[src/rtl/lsa_pkg.sv]
package lsa_pkg;

    localparam int ADDR_W = 32;
    localparam int WORD_W = 32;
    localparam int DISP_W = 16;
    localparam int WORD_B = WORD_W / 8;
    localparam int OFF_W  = $clog2(WORD_B);
    localparam int DBL_W  = 2 * WORD_W;

    typedef enum logic [1:0] {
        AM_DISP     = 2'd0,
        AM_PAIR     = 2'd1,
        AM_SCALED   = 2'd2,
        AM_PAIR_ALT = 2'd3
    } amode_e;

    typedef enum logic [1:0] {
        SZ_BYTE  = 2'd0,
        SZ_HALF  = 2'd1,
        SZ_WORD  = 2'd2,
        SZ_DWORD = 2'd3
    } asize_e;

    // descriptor that follows a beat through the response path
    typedef struct packed {
        asize_e           size;
        logic [OFF_W-1:0] off;
        logic             sext;
        logic             big;
        logic             dbl;
        logic             last;
    } beat_desc_t;

    // first byte lane used by a sub-word access
    function automatic logic [OFF_W-1:0] lane_base(
        input asize_e size, input logic [OFF_W-1:0] off, input logic big);
        logic [OFF_W-1:0] r;
        case (size)
            SZ_BYTE: r = big ? (OFF_W'(WORD_B - 1) - off) : off;
            SZ_HALF: r = big ? (OFF_W'(WORD_B - 2) - off) : off;
            default: r = '0;
        endcase
        return r;
    endfunction

    // enables for an access placed at lane zero
    function automatic logic [WORD_B-1:0] lane_mask(input asize_e size);
        logic [WORD_B-1:0] m;
        case (size)
            SZ_BYTE: m = WORD_B'(1);
            SZ_HALF: m = WORD_B'(3);
            default: m = '1;
        endcase
        return m;
    endfunction

endpackage

[src/rtl/lsa_agen.sv]
module lsa_agen
    import lsa_pkg::*;
#(
    parameter int AW = ADDR_W,
    parameter int DW = DISP_W
) (
    input  amode_e          mode,
    input  asize_e          size,
    input  logic [AW-1:0]   base,
    input  logic [AW-1:0]   index,
    input  logic [DW-1:0]   disp,
    output logic [AW-1:0]   ea,
    output logic            misaligned
);
    localparam int PAD_W = AW - DW;

    logic [AW-1:0] disp_ext;
    logic [AW-1:0] index_scaled;
    logic [AW-1:0] addend;

    assign disp_ext     = {{PAD_W{1'b0}}, disp};
    assign index_scaled = index << size;

    always_comb begin
        case (mode)
            AM_DISP:   addend = disp_ext;
            AM_SCALED: addend = index_scaled;
            default:   addend = index;
        endcase
    end

    assign ea = base + addend;

    always_comb begin
        case (size)
            SZ_BYTE:  misaligned = 1'b0;
            SZ_HALF:  misaligned = ea[0];
            SZ_WORD:  misaligned = |ea[1:0];
            default:  misaligned = |ea[2:0];
        endcase
    end

endmodule

[src/rtl/lsa_store_lane.sv]
module lsa_store_lane
    import lsa_pkg::*;
(
    input  asize_e              size,
    input  logic [OFF_W-1:0]    off,
    input  logic                big,
    input  logic [DBL_W-1:0]    sdata,
    output logic [WORD_B-1:0]   be0,
    output logic [WORD_W-1:0]   wd0,
    output logic [WORD_W-1:0]   wd1
);
    logic [OFF_W-1:0]  lb;
    logic [WORD_B-1:0] mask0;
    logic [WORD_W-1:0] dmask;
    logic [WORD_W-1:0] lo_word;
    logic [WORD_W-1:0] hi_word;

    assign lb      = lane_base(size, off, big);
    assign mask0   = lane_mask(size);
    assign lo_word = sdata[WORD_W-1:0];
    assign hi_word = sdata[DBL_W-1:WORD_W];

    for (genvar i = 0; i < WORD_B; i++) begin : g_dmask
        assign dmask[8*i +: 8] = {8{mask0[i]}};
    end

    always_comb begin
        if (size == SZ_DWORD) begin
            be0 = '1;
            wd0 = big ? hi_word : lo_word;
            wd1 = big ? lo_word : hi_word;
        end else begin
            be0 = mask0 << lb;
            wd0 = (lo_word & dmask) << {lb, 3'b000};
            wd1 = '0;
        end
    end

endmodule

[src/rtl/lsa_load_extract.sv]
module lsa_load_extract
    import lsa_pkg::*;
(
    input  beat_desc_t          desc,
    input  logic [WORD_W-1:0]   word,
    input  logic [WORD_W-1:0]   first_word,
    output logic [DBL_W-1:0]    result
);
    localparam int HALF_W = WORD_W / 2;

    logic [OFF_W-1:0]  lb;
    logic [WORD_W-1:0] shifted;

    assign lb      = lane_base(desc.size, desc.off, desc.big);
    assign shifted = word >> {lb, 3'b000};

    always_comb begin
        case (desc.size)
            SZ_BYTE:
                result = {{(DBL_W-8){desc.sext & shifted[7]}}, shifted[7:0]};
            SZ_HALF:
                result = {{(DBL_W-HALF_W){desc.sext & shifted[HALF_W-1]}},
                          shifted[HALF_W-1:0]};
            SZ_WORD:
                result = {{(DBL_W-WORD_W){desc.sext & word[WORD_W-1]}}, word};
            default:
                result = desc.big ? {first_word, word} : {word, first_word};
        endcase
    end

endmodule

[src/rtl/lsu_lane_align.sv]
module lsu_lane_align
    import lsa_pkg::*;
(
    input  logic                clk,
    input  logic                rst,
    input  logic                req_valid,
    output logic                req_ready,
    input  logic                req_store,
    input  logic [1:0]          req_mode,
    input  logic [1:0]          req_size,
    input  logic                req_sext,
    input  logic                big_endian,
    input  logic [ADDR_W-1:0]   req_base,
    input  logic [ADDR_W-1:0]   req_index,
    input  logic [DISP_W-1:0]   req_disp,
    input  logic [DBL_W-1:0]    req_wdata,
    output logic                mem_valid,
    output logic                mem_write,
    output logic [ADDR_W-1:0]   mem_addr,
    output logic [WORD_B-1:0]   mem_be,
    output logic [WORD_W-1:0]   mem_wdata,
    input  logic [WORD_W-1:0]   mem_rdata,
    output logic                misalign,
    output logic                ld_valid,
    output logic [DBL_W-1:0]    ld_data
);
    amode_e            mode_in;
    asize_e            size_in;
    logic [ADDR_W-1:0] ea;
    logic              ea_bad;
    logic [WORD_B-1:0] st_be0;
    logic [WORD_W-1:0] st_wd0;
    logic [WORD_W-1:0] st_wd1;
    logic              accept;
    beat_desc_t        new_desc;

    // second-beat holding state
    logic              pend_q;
    logic [ADDR_W-1:0] pend_addr_q;
    logic [WORD_W-1:0] pend_wdata_q;
    beat_desc_t        pend_desc_q;

    // response tracking
    beat_desc_t        cur_desc_q;
    beat_desc_t        rsp_desc_q;
    logic              rsp_act_q;
    logic [WORD_W-1:0] first_word_q;
    logic [DBL_W-1:0]  ext_data;

    assign mode_in   = amode_e'(req_mode);
    assign size_in   = asize_e'(req_size);
    assign req_ready = !pend_q;
    assign accept    = req_valid && req_ready;

    lsa_agen u_agen (
        .mode       (mode_in),
        .size       (size_in),
        .base       (req_base),
        .index      (req_index),
        .disp       (req_disp),
        .ea         (ea),
        .misaligned (ea_bad)
    );

    lsa_store_lane u_lane (
        .size  (size_in),
        .off   (ea[OFF_W-1:0]),
        .big   (big_endian),
        .sdata (req_wdata),
        .be0   (st_be0),
        .wd0   (st_wd0),
        .wd1   (st_wd1)
    );

    always_comb begin
        new_desc      = '0;
        new_desc.size = size_in;
        new_desc.off  = ea[OFF_W-1:0];
        new_desc.sext = req_sext;
        new_desc.big  = big_endian;
        new_desc.dbl  = (size_in == SZ_DWORD);
        new_desc.last = 1'b0;
    end

    // request side: beat issue and second-beat sequencing
    always_ff @(posedge clk) begin
        if (rst) begin
            pend_q       <= 1'b0;
            pend_addr_q  <= '0;
            pend_wdata_q <= '0;
            pend_desc_q  <= '0;
            cur_desc_q   <= '0;
            mem_valid    <= 1'b0;
            mem_write    <= 1'b0;
            mem_addr     <= '0;
            mem_be       <= '0;
            mem_wdata    <= '0;
            misalign     <= 1'b0;
        end else begin
            misalign <= 1'b0;
            if (pend_q) begin
                mem_valid       <= 1'b1;
                mem_addr        <= pend_addr_q;
                mem_be          <= '1;
                mem_wdata       <= pend_wdata_q;
                cur_desc_q      <= pend_desc_q;
                pend_q          <= 1'b0;
            end else if (accept && ea_bad) begin
                mem_valid <= 1'b0;
                misalign  <= 1'b1;
            end else if (accept) begin
                mem_valid  <= 1'b1;
                mem_write  <= req_store;
                mem_addr   <= ea;
                mem_be     <= st_be0;
                mem_wdata  <= st_wd0;
                cur_desc_q <= new_desc;
                if (new_desc.dbl) begin
                    pend_q            <= 1'b1;
                    pend_addr_q       <= ea + ADDR_W'(WORD_B);
                    pend_wdata_q      <= st_wd1;
                    pend_desc_q       <= new_desc;
                    pend_desc_q.last  <= 1'b1;
                end
            end else begin
                mem_valid <= 1'b0;
            end
        end
    end

    lsa_load_extract u_extract (
        .desc       (rsp_desc_q),
        .word       (mem_rdata),
        .first_word (first_word_q),
        .result     (ext_data)
    );

    // response side: data arrives the cycle after its beat
    always_ff @(posedge clk) begin
        if (rst) begin
            rsp_act_q    <= 1'b0;
            rsp_desc_q   <= '0;
            first_word_q <= '0;
            ld_valid     <= 1'b0;
            ld_data      <= '0;
        end else begin
            rsp_act_q  <= mem_valid && !mem_write;
            rsp_desc_q <= cur_desc_q;
            ld_valid   <= 1'b0;
            if (rsp_act_q) begin
                if (rsp_desc_q.dbl && !rsp_desc_q.last) begin
                    first_word_q <= mem_rdata;
                end else begin
                    ld_valid <= 1'b1;
                    ld_data  <= ext_data;
                end
            end
        end
    end

endmodule

[config.mk]
export PLATFORM = sky130hd
export DESIGN_NAME = lsu_lane_align
export DESIGN_NICKNAME = d
export VERILOG_FILES = /design/src/rtl/lsa_pkg.sv /design/src/rtl/lsa_agen.sv /design/src/rtl/lsa_store_lane.sv /design/src/rtl/lsa_load_extract.sv /design/src/rtl/lsu_lane_align.sv
export SDC_FILE = /design/constraint.sdc
export NUM_CORES = 1
export LEC_CHECK = 0
export CORE_MARGIN = 2
export CORE_UTILIZATION = 25
export DETAILED_ROUTE_END_ITERATION = 16
export DONT_BUFFER_PORTS = 1
export PLACE_DENSITY = 0.44
export SLEW_MARGIN = 20
export SYNTH_ARGS = -nofsm -noshare
export SYNTH_HDL_FRONTEND = slang
export SYNTH_SLANG_ARGS = --single-unit
[constraint.sdc]
create_clock -name clk -period 9.9 [get_ports clk]
set_input_delay 0.99 -clock clk [delete_from_list [all_inputs] [get_ports clk]]
set_output_delay 0.99 -clock clk [all_outputs]
set_load 0.01 [all_outputs]
==> results.md <==
- CP endpoint kind: register
- Mapped Cells: 2016
- Slew Limit Fails: 0
- Pleak: 5.904 nW
- CP delay by family, top: compound AO/OA/AOI/OAI gates
- Commonest non-fill, non-tap cell in the layout: nor2_1
- Routability cong.: 0.8356
- Multiplexer area fraction after synthesis: 10.82%
- Core area: 61600 µm²
- Worst-skew pair later-pin latency: 550 ps
- Final number of setup-violating endpoints: 0
- Setup TNS: 0 ps
- Crit path depth: 15
- Min-delay worst type: reg2reg
- Final Cycle Share: 48.85%
- Worst-path cell chain: inv_1, or2_2, a311oi_1, a21oi_1, ha_1, a21oi_1, o211ai_1, a31oi_1, xnor2_1, inv_1, nor4_4, nand2_2, or4_4, o311ai_1, a21oi_1
- First-pass GRT wire length: 83.73 mm
- Post-synthesis sequential area ratio: 32.61%
- Num rows: 91
- Final Skew: 21.57 ps
- Synth async-reset ratio: 0%
- R2R Path End: ld_data[30]$_SDFFE_PP0P_
- Slew of the pin with the lowest slew margin: 1057 ps
- Share of layout cells above drive strength 1: 6.538%
- WL/cell: 20.35 µm
- N_diodes: 0
- Syn Area/Cell: 7.703 µm²
- Vias in the first global route: 13.44k
- Post-CTS Setup Repair Bufs: 0
- TritonCTS buffer count: 34
- Synth top area share: 32.61%
- Complex-gate fraction of the synthesized area: 25.89%
- Crit path kind: in2reg
- Chip Width: 253.2 µm
- Critical path buffer and inverter count: 2
- Initial antenna violation count: 1
- DRT iter0 DRCs: 912
- Status: complete, no violations
- Clock root cell: clkbuf_16
- Post_cts resized: 0
- Reg2reg setup slack: 5200 ps
- DP Worst Slack: 4486 ps
- CTS tree: yes
- ANT nets after route: 0
- Slowest cell on crit path: or4_4
- Die area: 64130 µm²
- Worst slew margin: 28.98%
- Distinct cell type count after synthesis: 80
- Largest family of logic cells by synthesized area: compound AO/OA/AOI/OAI gates
- Post-CTS Hold Buffers: 0
- Hold Vio Cnt, Final: 0
- Worst r2r src: rsp_desc_q[6]$_SDFF_PP0_
- CP max FO: 78
- CP max stage delay: 530 ps
- Routed vias: 14.25k
- Minimum clock period: 4836 ps
- Vias per cell: 5.183
- Synth Area in XOR/XNOR: 2.538%
- Synth area leaders: dfxtp_1 33%, a21oi_1 7.9%, mux2i_1 7.4%, nor2_1 6.6%, nand2_1 6.0%
- Peak supply drop: 0.1117 mV
- DIE HEIGHT: 253.2 µm
- R2R depth: 10
- Max-cap violations: 0
- Starting Density: 25.21%
- Synthesized cell area: 15530 µm²
- Simple logic cell fraction of the synthesized area: 19.77%
- Crit path DAT: 5240 ps
- Synth area leader: dfxtp_1
- Area grow syn2layout: 10.01%
- PD cells: 173.2 nW/µm²
- H-Tree Depth: 2
- Crit path from: req_size[1]
- Critical Path Most Common Cell: a21oi_1
- Grt ovf: 0
- Max Freq: 0.2068 GHz
- Number of I/O port buffers: 0
- CTS clk-pin slew, worst paths: 60 ps
- Post-synthesis adder-cell area fraction: 2.949%
- Final WL: 55.94 mm
- Worst hold start: pend_addr_q[29]$_SDFFE_PP0P_
- Dpl hpwl: 38.82 mm
- Most frequent cells in the layout: 271 x nor2_1, 251 x dfxtp_1, 247 x nand2_1
- Final worst slack: 5064 ps
- EDFF count, synth: 0
- Flop and latch count out of synthesis: 253
- Crit path to: pend_addr_q[21]$_SDFFE_PP0P_
- Post-synth top flop: dfxtp_1
- Top Ports: 323
- Deepest clock path buffer count: 3
- Pre-antenna DRT Iters: 6
- Synth Warn #: 0
- Unrepaired setup endpoints after global routing: no
- Hold Slack: 453.5 ps
- Startpoint Class: input pin
- Syn_nets: 2238
- GRT Util Overall: 16.79%
- Largest net degree at the start of global routing: 254
- Final nets: 2111
- Sink Count: 253
- Residual DRC: 0
- Crit path required time: 10300 ps
[per-layer routing]
metal	share of wire (%)	GRT usage (%)	up-vias
li1	-	-	6997
met4	2.9	5.461	2
met3	9.1	6.394	92
met5	0.023	0	-
met1	42	20.41	6745
met2	46	27.19	411
[worst reg2reg max path, cell delays in order (launching register included)]
cell	delay (ps)
dfxtp_1	870
and2b_1	280
xnor2_1	320
nor2_1	880
mux4_2	390
nand2b_1	70
or3b_1	610
nor2b_1	260
a31oi_4	570
o211ai_1	210
a21oi_1	190
[synth_stat cells (32+ instances only)]
cell type / instances
nor2_1: 272
dfxtp_1: 253
nand2_1: 248
a21oi_1: 244
clkbuf_1: 136
mux2i_1: 115
o21ai_0: 96
a211oi_1: 73
inv_1: 36
o211ai_1: 36
ha_1: 35
nor3_1: 35
o22ai_1: 32
xnor2_1: 32
[power breakdown]
group / internal [W] / switching, W / total (W)
clock network: 0.000719 / 0.000494 / 0.00121
logic: 0.000243 / 0.000358 / 0.000600
registers: 0.00107 / 0.0000724 / 0.00115
[how the worst min path moves through the flow]
stage	slack (ps)	depth (start not counted)	to
after global routing	470	2	mem_addr[29]$_SDFFE_PP0P_
after CTS	450	2	mem_addr[29]$_SDFFE_PP0P_
final	450	2	mem_addr[29]$_SDFFE_PP0P_
after floorplan	430	2	mem_addr[25]$_SDFFE_PP0P_
after global placement	440	2	pend_addr_q[0]$_SDFFE_PP0P_
after detailed placement	450	2	pend_desc_q[3]$_SDFFE_PP0P_
[cell families after synthesis]
| group | count (synthesis) |
|---|---|
| compound gates | 632 |
| xor+xnor | 45 |
| fa+ha+maj | 36 |
| buf+inv | 215 |
| flops | 253 |
| mux | 145 |
| simple gates | 690 |
[stage by stage]
step / cell area, µm² / std cells / power (W) / util, %
finish: 17090 / 2749 / 0.002959 / 27.74
global placement: 16010 / 2690 / 0.001766 / 25.99
detailed placement: 16010 / 2690 / 0.001771 / 25.99
global route: 17090 / 2749 / 0.003127 / 27.74
CTS: 17090 / 2749 / 0.003008 / 27.74
floorplan: 15530 / 2016 / 0.001651 / -
[sequential cells by signal, summed over array words and instances (netlist names)]
signal        cells
cur_desc_q        6
first_word_q     32
ld_data          64
ld_valid          1
mem_addr         32
mem_be            4
mem_valid         1
mem_wdata        32
mem_write         1
misalign          1
pend_addr_q      32
pend_desc_q       5
pend_q            1
pend_wdata_q     32
rsp_act_q         1
rsp_desc_q        8
[area by class of cell]
| type | instances | area (µm²) |
|---|---|---|
| Timing Repair Buffer | 15 | 112.6 |
| Clock buffer | 47 | 939.7 |
| Multi-Input combinational cell | 1548 | 9642 |
| Sequential cell | 253 | 5070 |
| Inverter | 37 | 138.9 |
| Fill cell | 6657 | 44510 |
| Tap cell | 837 | 1047 |
| Clock inverter | 12 | 135.1 |
No activity file was read; power rests on OpenSTA's default activity.
